## config.mk

```make
export PLATFORM = sky130hd
export DESIGN_NAME = usb_port_suspend_ctl
export DESIGN_NICKNAME = d
export VERILOG_FILES = /design/src/rtl/usb_port_suspend_ctl.sv
export SDC_FILE = /design/constraint.sdc
export NUM_CORES = 1
export LEC_CHECK = 0
export ABC_AREA = 1
export BUFFER_PORTS_ARGS = -buffer_cell sky130_fd_sc_hd__buf_2
export CAP_MARGIN = 25
export CORE_AREA = 10 10 47 49
export CTS_CLUSTER_DIAMETER = 40
export DETAILED_ROUTE_END_ITERATION = 10
export DIE_AREA = 0 0 57 59
export GPL_ROUTABILITY_DRIVEN = 0
export PLACE_DENSITY = 0.68
export SYNTH_ARGS = -nofsm -noshare
export SYNTH_HDL_FRONTEND = slang
export SYNTH_SLANG_ARGS = --single-unit
```

## constraint.sdc

```tcl
create_clock -name clk -period 2.8 [get_ports clk]
set_input_delay 0.14 -clock clk [delete_from_list [all_inputs] [get_ports clk]]
set_output_delay 0.14 -clock clk [all_outputs]
set_load 0.02 [all_outputs]
```

## src/rtl/usb_port_suspend_ctl.sv

```systemverilog
module usb_port_suspend_ctl #(
  parameter int WAKE_CYCLES = 16,
  parameter int EOR_CYCLES  = 3
) (
  input  logic clk,
  input  logic rst_n,
  input  logic suspend_req,
  input  logic resume_wr,
  input  logic resume_wdata,
  input  logic wake_wr,
  input  logic wake_wdata,
  input  logic line_k,
  output logic resume_bit,
  output logic suspended,
  output logic wake_irq,
  output logic drive_k,
  output logic drive_eor,
  output logic drive_idle,
  output logic sof_en
);
  localparam int KW = $clog2(WAKE_CYCLES + 1);
  localparam int EW = $clog2(EOR_CYCLES + 1);
  localparam logic [KW-1:0] K_LAST = KW'(WAKE_CYCLES - 1);
  localparam logic [EW-1:0] E_LAST = EW'(EOR_CYCLES - 1);

  typedef enum logic [2:0] {P_ACTIVE, P_SUSP, P_RESUME, P_EOR, P_IDLE} phase_t;

  phase_t          phase;
  logic [KW-1:0]   kcnt;
  logic [EW-1:0]   ecnt;
  logic            wake_hit;

  assign wake_hit   = (phase == P_SUSP) && line_k && (kcnt == K_LAST);

  assign resume_bit = (phase == P_RESUME);
  assign suspended  = (phase == P_SUSP) || (phase == P_RESUME);
  assign drive_k    = resume_bit;
  assign drive_eor  = (phase == P_EOR);
  assign drive_idle = (phase == P_IDLE);
  assign sof_en     = (phase == P_ACTIVE);

  always_ff @(posedge clk) begin
    if (!rst_n) begin
      phase    <= P_ACTIVE;
      kcnt     <= '0;
      ecnt     <= '0;
      wake_irq <= 1'b0;
    end else begin
      kcnt <= ((phase == P_SUSP) && line_k && !wake_hit) ? kcnt + 1'b1 : '0;
      ecnt <= (phase == P_EOR) ? ecnt + 1'b1 : '0;

      if (wake_hit)
        wake_irq <= 1'b1;
      else if (wake_wr && wake_wdata)
        wake_irq <= 1'b0;

      unique case (phase)
        P_ACTIVE: if (suspend_req) phase <= P_SUSP;
        P_SUSP:   if (wake_hit || (resume_wr && resume_wdata)) phase <= P_RESUME;
        P_RESUME: if (resume_wr && !resume_wdata) phase <= P_EOR;
        P_EOR:    if (ecnt == E_LAST) phase <= P_IDLE;
        P_IDLE:   phase <= P_ACTIVE;
        default:  phase <= P_ACTIVE;
      endcase
    end
  end
endmodule

```

==> results of run 1 <==
==> critical path, cell delays in order (launching register included) <==
cell and delay [ps]:
dfxtp_1 320, ha_1 210, nand2_1 70, nor2_1 50
ha_1 180, nor2_1 100, nand4_1 200, nor3b_1 230
==> per-stage QoR <==
| stage | area [um^2] | util [%] | instances | hold slack (ps) |
|---|---|---|---|---|
| 6_report | 654 | 46.7 | 109 | 118 |
| 5_1_grt | 654 | 46.7 | 109 | 121 |
| 4_1_cts | 654 | 46.7 | 109 | 112 |
| 3_5_place_dp | 628 | 44.8 | 105 | 399 |
| 3_3_place_gp | 628 | 44.8 | 105 | 391 |
| 2_1_floorplan | 546 | - | 76 | 261 |
==> flip-flops by register name, summed over array words and instances, names as in the netlist <==
register / cells
wake_irq: 1
phase: 3
kcnt: 5
ecnt: 2
==> cells by family (layout without fill, tap and decap cells) <==
kind of cell,Yosys count,in the layout
AOI/OAI and AO/OA,2,2
DFF,11,11
buffers and inverters,16,33
adders and majority gates,3,3
xor gates and xnor gates,1,1
and+or+nand+nor,43,43
==> area by class of cell <==
cell class / instances / area [um^2] / area share, %
clock buffers: 4 / 26.3 / 4.02
inverters: 15 / 56.3 / 8.60
repair buffers: 14 / 70.1 / 10.7
well taps: 16 / 20.0 / 3.06
multi-input cells: 49 / 262 / 40.0
flip-flops and latches: 11 / 220 / 33.7
==> routing by layer <==
metal / vias to the layer above / part of all wire [%] / GRT usage (%)
met4: 0 / 0.97 / 4.03
met5: - / 0 / 0
met1: 198 / 46 / 8.05
li1: 265 / - / -
met3: 2 / 5.6 / 3.43
met2: 9 / 47 / 11.9
==> power by group through the flow <==
stage	sequential [mW]	combinational, mW	clock, mW
after floorplan	0.191	0.170	0
after global placement	0.193	0.218	0
after detailed placement	0.194	0.222	0
after CTS	0.191	0.222	0.112
after global routing	0.193	0.247	0.123
final	0.190	0.219	0.106
==> worst max path at each step <==
stage	startpoint	end	slack, ps	cells after the start
global route	kcnt[0]	kcnt[2]	1150	7
floorplan	kcnt[0]	kcnt[2]	1510	7
CTS	kcnt[0]	kcnt[2]	1340	7
global placement	kcnt[0]	kcnt[2]	1390	7
detailed placement	kcnt[0]	kcnt[2]	1360	7
finish	kcnt[0]	kcnt[2]	1360	7
==> placed cells by master, fill, tap and decap left out, drive strengths merged <==
cell type  synthesis  layout
xor2               1       1
nand3              6       6
clkbuf             0       4
inv               13      13
nor3b              1       1
nor2              19      19
buf                1      14
dfxtp             11      11
clkinv             2       2
a21oi              2       2
nand4              2       2
nand2             15      15
ha                 3       3
==> summary.txt, run 1 <==
Synthesis
  – Synthesized area: about 550 um^2
  – Yosys cell types: 17
  – Post-synthesis async set-or-reset flop share: 0%
  – Top-area cell type share of the netlist area: 40.4%
  – XOR/XNOR Fraction of Synth Area: between 1.5 and 2%
  – Post-Syn Nets: between 80 and 90
  – Post-synthesis mux area share: 0%
  – Top FF cell, synth: dfxtp_1
  – Top cells by area, synth: dfxtp_1, nor2_1, nand2_1, inv_1, ha_1
  – Leading area contributor after synthesis: dfxtp_1
  – Post-synth EDFFs: 0
  – Area share of fa/ha/maj cells after synthesis: under 10%
  – Synth top cells by count: nor2_1, nand2_1, dfxtp_1, inv_1, nand3_1
  – Most common cell in the netlist: nor2_1
  – Ys Warns: 0
  – Syn_area_per_cell: 7.18 um^2
  – Compound-gate portion of the synthesized area: roughly 1.8%
  – Simple-Gate Fraction of Synth Area: between 30 and 40%
  – Synth Instances: 76
  – Largest family of logic cells by synthesized area: simple AND/OR/NAND/NOR gates
  – Seq/Total Area, Yosys: about two fifths
  – Post-synthesis register bit count: 11

Worst setup path
  – Crit Reg-Reg Startpoint: kcnt[0]
  – CP Launch Type: flop
  – CP Class: reg -> reg
  – CP Max Fanout: 5
  – Reg2Reg Depth: 7
  – Crit path required time: about 3000 ps
  – Crit. End Element: flop
  – RR Endpoint: kcnt[2]
  – Setup slack, reg-to-reg: between 1000 and 1500 ps
  – Arrival time worst endpoint: ~1600 ps

Timing
  – Unrepaired setup endpoints after global routing: false
  – Max Slew Vio Count: 0
  – Final hold vios: 0
  – Fin crit share: around half
  – Setup Viol. Count Final: 0
  – Clock skew: between 1 and 1.5 ps
  – Slew of the pin with the lowest slew margin: 225 ps
  – Final Critical Period: 1440 ps
  – TNS Setup: 0 ps
  – Fmax: roughly 700 MHz
  – Rel. slew slack: between 80 and 90%
  – Worst Slack Setup Final: approximately 1400 ps

CTS
  – Postcts setup bufs: 0
  – TritonCTS Sinks: 11
  – Clock transition at path regs: ~70 ps
  – CTS Buf Count: 3
  – CTS tree: done
  – Post-CTS sizing: 0
  – Clk Latency, worst-skew pair: ~260 ps
  – Worst-case clock buffer depth: 2
  – Cell chosen for the clock root: clkbuf_4
  – H-Tree Depth: 1
  – Hold buffer count at CTS: 0

Die
  – Site Rows: 14
  – Initial Utilization: just under 40%
  – IO Count: 15
  – Die area: between 3000 and 4000 um^2
  – Die Wd: between 50 and 60 um
  – Die height: just under 60 um
  – Core Area: 1400 um^2

Route
  – DR vias/cell: between 4 and 5
  – DR vias: between 400 and 500
  – Initial DRC Count: 2
  – DR WL/cell: about 9.4 um
  – Pre-antenna DRT Iters: 4
  – Final ANT Viol Nets: 0
  – DRC: 0
  – Wirelength, routed: between 1000 and 1500 um

Finish
  – # fillers: roughly 170
  – Ant diodes: 0
  – Share of post-route cells with drive strength above 1: a little under 30%
  – Area Growth Syn to Fin: 20.0%
  – NumNets Final: approximately 110

Power and ir drop
  – Worst vdd ir: approximately 0.00033 V
  – Pwr/cell area: between 700 and 800 nW/um^2
  – Overall power: 0.515 mW
  – Seq pwr share: about 37%
  – Int Pwr: approximately 0.30 mW
  – Part of the power in the clock network: between 20% and 30%
  – Pleak: roughly 0.34 nW
  – P_sw: 0.215 mW
  – Comb power frac: between 40% and 50%
  – Switch share: roughly two fifths

Run status
  – Outcome: finished, final reports clean

GRT
  – Number of global-route vias before repair: between 400 and 500
  – Initial antenna violation count: 0
  – Global-route wire length before repair: 2000 um
  – Global-route usage over all layers: under 10%
  – Grt total ovfl: 0
  – Largest net degree at the start of global routing: 7

Hold path
  – Hold WC Path Type: in -> reg
  – Worst hold path depth: 3
  – Hold Path Origin: rst_n
  – WHS Endpoint: phase[1]

Job
  – Max-cap violations: 0

Placement
  – Hpwl dp: 864 um
  – Place WS: 1360 ps
  – IO buf count: 14
Power figures use the tool's default switching activity.
==> inputs of run 2 (changes only) <==
Settings changed: PLACE_DENSITY 0.68 to 0.7.
Clock period 2.8 ns to 1.25 ns, I/O delays scaled along.
==> run 2 against run 1 <==
Net effect: the run now ends with setup timing left; utilization up 7.3 points; critical path type unchanged; flip-flop and latch count unchanged; final area increased by 16%; via count up 11%; clock-buffer cell count unchanged; wire length grew 10%; worst setup slack lost 1400 ps; first-iteration DRC count rose to 2.5 times the previous value; die area did not move; highest routed layer unchanged; global-route usage shrank 1.0 points; maximum frequency grew 7.5%.
==> summary.txt, run 2 (synthesis results as in run 1) <==
Route
  – DR WL/cell: 10.0 um
  – DR vias/cell: 4.65
  – DR vias: approximately 530
  – Wirelength, routed: roughly 1100 um
  – Pre-antenna DRT Iters: 3
  – DRC: 0
  – Initial DRC Count: 5
  – Final ANT Viol Nets: 0

GRT
  – Initial antenna violation count: 0
  – Grt total ovfl: 0
  – Largest net degree at the start of global routing: 7
  – Global-route usage over all layers: under 10%
  – Global-route wire length before repair: ~1700 um
  – Number of global-route vias before repair: approximately 450

CTS
  – CTS Buf Count: 3
  – Clk Latency, worst-skew pair: approximately 270 ps
  – TritonCTS Sinks: 11
  – H-Tree Depth: 1
  – Cell chosen for the clock root: clkbuf_4
  – Postcts setup bufs: 0
  – Hold buffer count at CTS: 0
  – Worst-case clock buffer depth: 2
  – Clock transition at path regs: 70 ps
  – CTS tree: done

Power and ir drop
  – Pwr/cell area: 1610 nW/um^2
  – Part of the power in the clock network: between 10% and 20%
  – Switch share: 41.3%
  – Pleak: roughly 0.37 nW
  – Overall power: about 1.2 mW
  – Int Pwr: between 0.7 and 0.8 mW
  – Worst vdd ir: roughly 0.00063 V
  – Seq pwr share: 36.3%
  – Comb power frac: between 40% and 50%
  – P_sw: 0.503 mW

Finish
  – Area Growth Syn to Fin: 38.8%
  – Registers with the most flip-flops: kcnt (5), phase (3), ecnt (2)
  – Commonest non-fill, non-tap cells in the layout: nand2_1, buf_2, inv_1
  – Largest Register: kcnt
  – Ant diodes: 0
  – NumNets Final: between 100 and 150
  – # fillers: ~150
  – Max reg flops: 5
  – Share of post-route cells with drive strength above 1: a little under half

Timing
  – Final hold vios: 0
  – Unrepaired setup endpoints after global routing: true
  – Fmax: ~750 MHz
  – Clock skew: a little over 0.6 ps
  – Slew of the pin with the lowest slew margin: 217 ps
  – Rel. slew slack: 85.5%
  – Worst Slack Setup Final: -87.3 ps
  – Max Slew Vio Count: 0
  – Setup Viol. Count Final: 9
  – Final Critical Period: around 1300 ps
  – Fin crit share: 107%
  – TNS Setup: -458 ps

Worst setup path
  – Cells along the critical path: ha_4 > nand2_4 > nor2_2 > ha_2 > nand4_1 > nand2_2 > nand3_1 > nand2_1 > nor2_1
  – CP Class: reg -> reg
  – Arrival time worst endpoint: 1510 ps
  – WP buf/inv: 0
  – CP Max Fanout: 4
  – Critical path's slowest cell: dfxtp_2
  – Setup slack, reg-to-reg: -90 ps
  – Crit. End Element: flop
  – CP Launch Type: flop
  – Crit Reg-Reg Startpoint: kcnt[0]
  – Top delay family on crit path: simple AND/OR/NAND/NOR gates
  – Reg2Reg Depth: 9
  – Critical path's largest stage delay: roughly 350 ps
  – Crit path required time: between 1000 and 1500 ps
  – RR Endpoint: phase[1]

Die
  – Die area: approximately 3400 um^2
  – Site Rows: 14
  – Core Area: around 1400 um^2
  – Die Wd: around 57 um
  – Die height: 59 um
  – Initial Utilization: between 30% and 40%
  – IO Count: 15

Run status
  – Failing checks: setup timing
  – Outcome: finished with violations

Hold path
  – WHS Endpoint: phase[1]
  – Worst hold path depth: 3
  – Hold WC Path Type: in -> reg
  – Hold Path Origin: rst_n

Job
  – Max-cap violations: 0

Placement
  – IO buf count: 14
  – Place WS: -115 ps
  – Hpwl dp: approximately 900 um
==> run 2: worst min-delay path: stages <==
cell	delay, ps
buf_2	110
nand2_1	60
nor2_1	30
==> run 2: final cells by class <==
class,instances,area (um^2),share of cell area (%)
tap,16,20.0,2.64
timing repair buffer,18,109,14.4
multi-input combinational,49,318,42.0
sequential,11,228,30.1
clock buffer,4,26.3,3.47
inverter,15,56.3,7.44
==> run 2: metrics by stage <==
step           instance area (um^2)  util (%)  hold WS (ps)  std cells
2_1_floorplan                   566         -           183         76
3_3_place_gp                    678      48.4           309        109
3_5_place_dp                    678      48.4           315        109
4_1_cts                         714      51.0          25.4        113
5_1_grt                         757      54.0          34.0        113
6_report                        757      54.0          30.4        113
==> run 2: per-layer routing <==
layer / wire length (um) / GRT usage (%)
met3: 137 / 4.72
met2: 533 / 10.4
met4: 28 / 4.03
met1: 431 / 5.70
met5: 0 / 0
==> run 2: timing repair <==
| item | in CTS | in global routing |
|---|---|---|
| resized for setup | 4 | 12 |
| endpoints found under the setup margin | 10 | 14 |
| pin swaps | 8 | 2 |
==> run 2: power groups by stage <==
stage / Clock (mW) / Sequential, mW / Combinational [mW]
2_1_floorplan: 0 / 0.430 / 0.381
3_3_place_gp: 0 / 0.435 / 0.501
3_5_place_dp: 0 / 0.436 / 0.505
4_1_cts: 0.257 / 0.432 / 0.510
5_1_grt: 0.273 / 0.448 / 0.595
6_report: 0.243 / 0.442 / 0.534
==> run 2: worst max-delay path by stage <==
stage,start,end,cells past startpoint,slack (ps)
floorplan,kcnt[1],phase[1],9,-30
global route,kcnt[0],phase[1],9,-180
global placement,kcnt[1],phase[1],9,-70
finish,kcnt[0],phase[1],9,-90
detailed placement,kcnt[1],phase[1],9,-120
CTS,kcnt[0],phase[1],9,-90
==> inputs of run 3 (changes only) <==
Settings changed: CELL_PAD_IN_SITES_DETAIL_PLACEMENT set to 0, CELL_PAD_IN_SITES_GLOBAL_PLACEMENT set to 1, CORE_AREA 10 10 47 49 to unset, CORE_MARGIN set to 10, CORE_UTILIZATION set to 30, DIE_AREA 0 0 57 59 to unset, PLACE_DENSITY 0.7 to 0.73.
==> run 3 against run 2 <==
Net effect: clock-buffer cell count unchanged; non-clock buffer count up 2; cell count up 9.7%; combinational power up 0.7%; clock power about the same; the run still ends with setup timing left.
==> summary.txt, run 3 (synthesis results as in run 1) <==
Die
  – Die area: just under 4000 um^2
  – Site Rows: 15
  – Initial Utilization: between 30% and 40%
  – Die height: 62.6 um
  – Die Wd: roughly 63 um
  – IO Count: 15
  – Core Area: between 1500 and 2000 um^2

CTS
  – Clock transition at path regs: 70 ps
  – Worst-case clock buffer depth: 2
  – TritonCTS Sinks: 11
  – H-Tree Depth: 1
  – Cell chosen for the clock root: clkbuf_4
  – Hold buffer count at CTS: 0
  – CTS tree: done
  – Clk Latency, worst-skew pair: 270 ps
  – CTS Buf Count: 3

Finish
  – Final Instance Count excl. Fillers: 124
  – Post-Layout Inst Area: between 700 and 800 um^2
  – Largest Register: kcnt
  – Registers with the most flip-flops: kcnt (5), phase (3), ecnt (2)
  – Commonest non-fill, non-tap cells in the layout: buf_2, nand2_1, inv_1
  – Share of post-route cells with drive strength above 1: 44.4%
  – Most common cell after layout, fill and taps aside: buf_2
  – NumNets Final: 111
  – Max reg flops: 5
  – Ant diodes: 0
  – Area Growth Syn to Fin: 41.3%

Placement
  – Place WS: -83.2 ps
  – IO buf count: 14
  – Post-Place Cells: ~120
  – Hpwl dp: roughly 920 um
  – Placed Area: between 600 and 700 um^2

Route
  – DR WL/cell: around 9 um
  – DRC: 0
  – Pre-antenna DRT Iters: 3
  – DR vias/cell: around 4.1
  – Wirelength, routed: about 1100 um
  – Final ANT Viol Nets: 0
  – DR vias: around 510
  – Initial DRC Count: 13

GRT
  – Number of global-route vias before repair: 512
  – Global-route wire length before repair: 2090 um
  – Global-route usage over all layers: ~6.4%
  – Initial antenna violation count: 0
  – Largest net degree at the start of global routing: 7
  – Grt total ovfl: 0

Worst setup path
  – Critical path's largest stage delay: ~350 ps
  – Crit. End Element: flop
  – Cells along the critical path: ha_4 > nand2_2 > nor2_1 > ha_2 > nand4_1 > nand2_2 > nand3_1 > nand2_1 > nor2_1
  – Critical path's slowest cell: dfxtp_2
  – CP Launch Type: flop
  – CP Max Fanout: 4
  – Arrival time worst endpoint: 1480 ps
  – Crit path required time: ~1400 ps
  – CP Class: reg -> reg

Timing
  – Unrepaired setup endpoints after global routing: true
  – Final hold vios: 0
  – Clock skew: 1.78 ps
  – Fin crit share: 105%
  – Rel. slew slack: 85.5%
  – Final Critical Period: 1320 ps
  – Fmax: 758 MHz
  – Max Slew Vio Count: 0
  – Setup Viol. Count Final: 10
  – Worst Slack Setup Final: -68.6 ps
  – Slew of the pin with the lowest slew margin: between 200 and 250 ps

Power and ir drop
  – Overall power: 1.21 mW
  – Pwr/cell area: about 1600 nW/um^2
  – Worst vdd ir: 0.000668 V
  – Pleak: between 0.3 and 0.4 nW

Run status
  – Failing checks: setup timing
  – Outcome: finished with violations

Hold path
  – Hold WC Path Type: in -> reg

Job
  – Max-cap violations: 0
-- run 3: cell types whose count changed in the layout (fill, tap and decap cells not counted), sizes merged --
| cell | previous run | this run |
|---|---|---|
| buf | 18 | 20 |
-- run 3: final timing paths --
| kind | from | to | slack, ps | cells after the start |
|---|---|---|---|---|
| min | rst_n | phase[1] | 30 | 3 |
| min reg2reg | ecnt[0] | ecnt[0] | 420 | 1 |
| max | kcnt[1] | phase[1] | -70 | 9 |
| max reg2reg | kcnt[1] | phase[1] | -70 | 9 |
-- run 3: metrics by stage --
| step | utilization, % | TNS (ps) | hold WS, ps |
|---|---|---|---|
| 6_report | 44.6 | -375 | 30.8 |
| 5_1_grt | 44.6 | -1530 | 51.6 |
| 3_5_place_dp | 39.9 | -259 | 315 |
| 3_3_place_gp | 39.9 | -215 | 317 |
| 2_1_floorplan | - | -47.5 | 183 |
| 4_1_cts | 42.2 | -331 | 24.9 |
-- run 3: layout make-up --
class                      count  area (um^2)
timing repair buffer          20          121
tap                           25         31.3
sequential                    11          223
fill                         194          956
clock buffer                   4         26.3
multi-input combinational     49          313
inverter                      15         56.3
-- run 3: routing by layer --
layer | wire length, um | global-route usage, %
met5 | 0 | 0
met1 | 520 | 6.75
met4 | 27 | 4.19
met3 | 47 | 2.51
met2 | 545 | 10.5
-- run 3: critical path: cells and delay by family, from the launching register on --
family,cells,cell delay (ps)
adder cells (fa/ha/maj),2,310
AND/OR/NAND/NOR,7,550
flip-flops,1,350
-- run 3: timing repair --
item | 4_1_cts | 5_1_grt
setup buffers | 1 | 1
endpoints found under the setup margin | 10 | 14
resized for setup | 2 | 9
pin swaps | 6 | 3
-- run 3: where the power goes --
group,switching (mW),internal (mW)
sequential,0.0461,0.387
clock,0.119,0.124
combinational,0.345,0.193
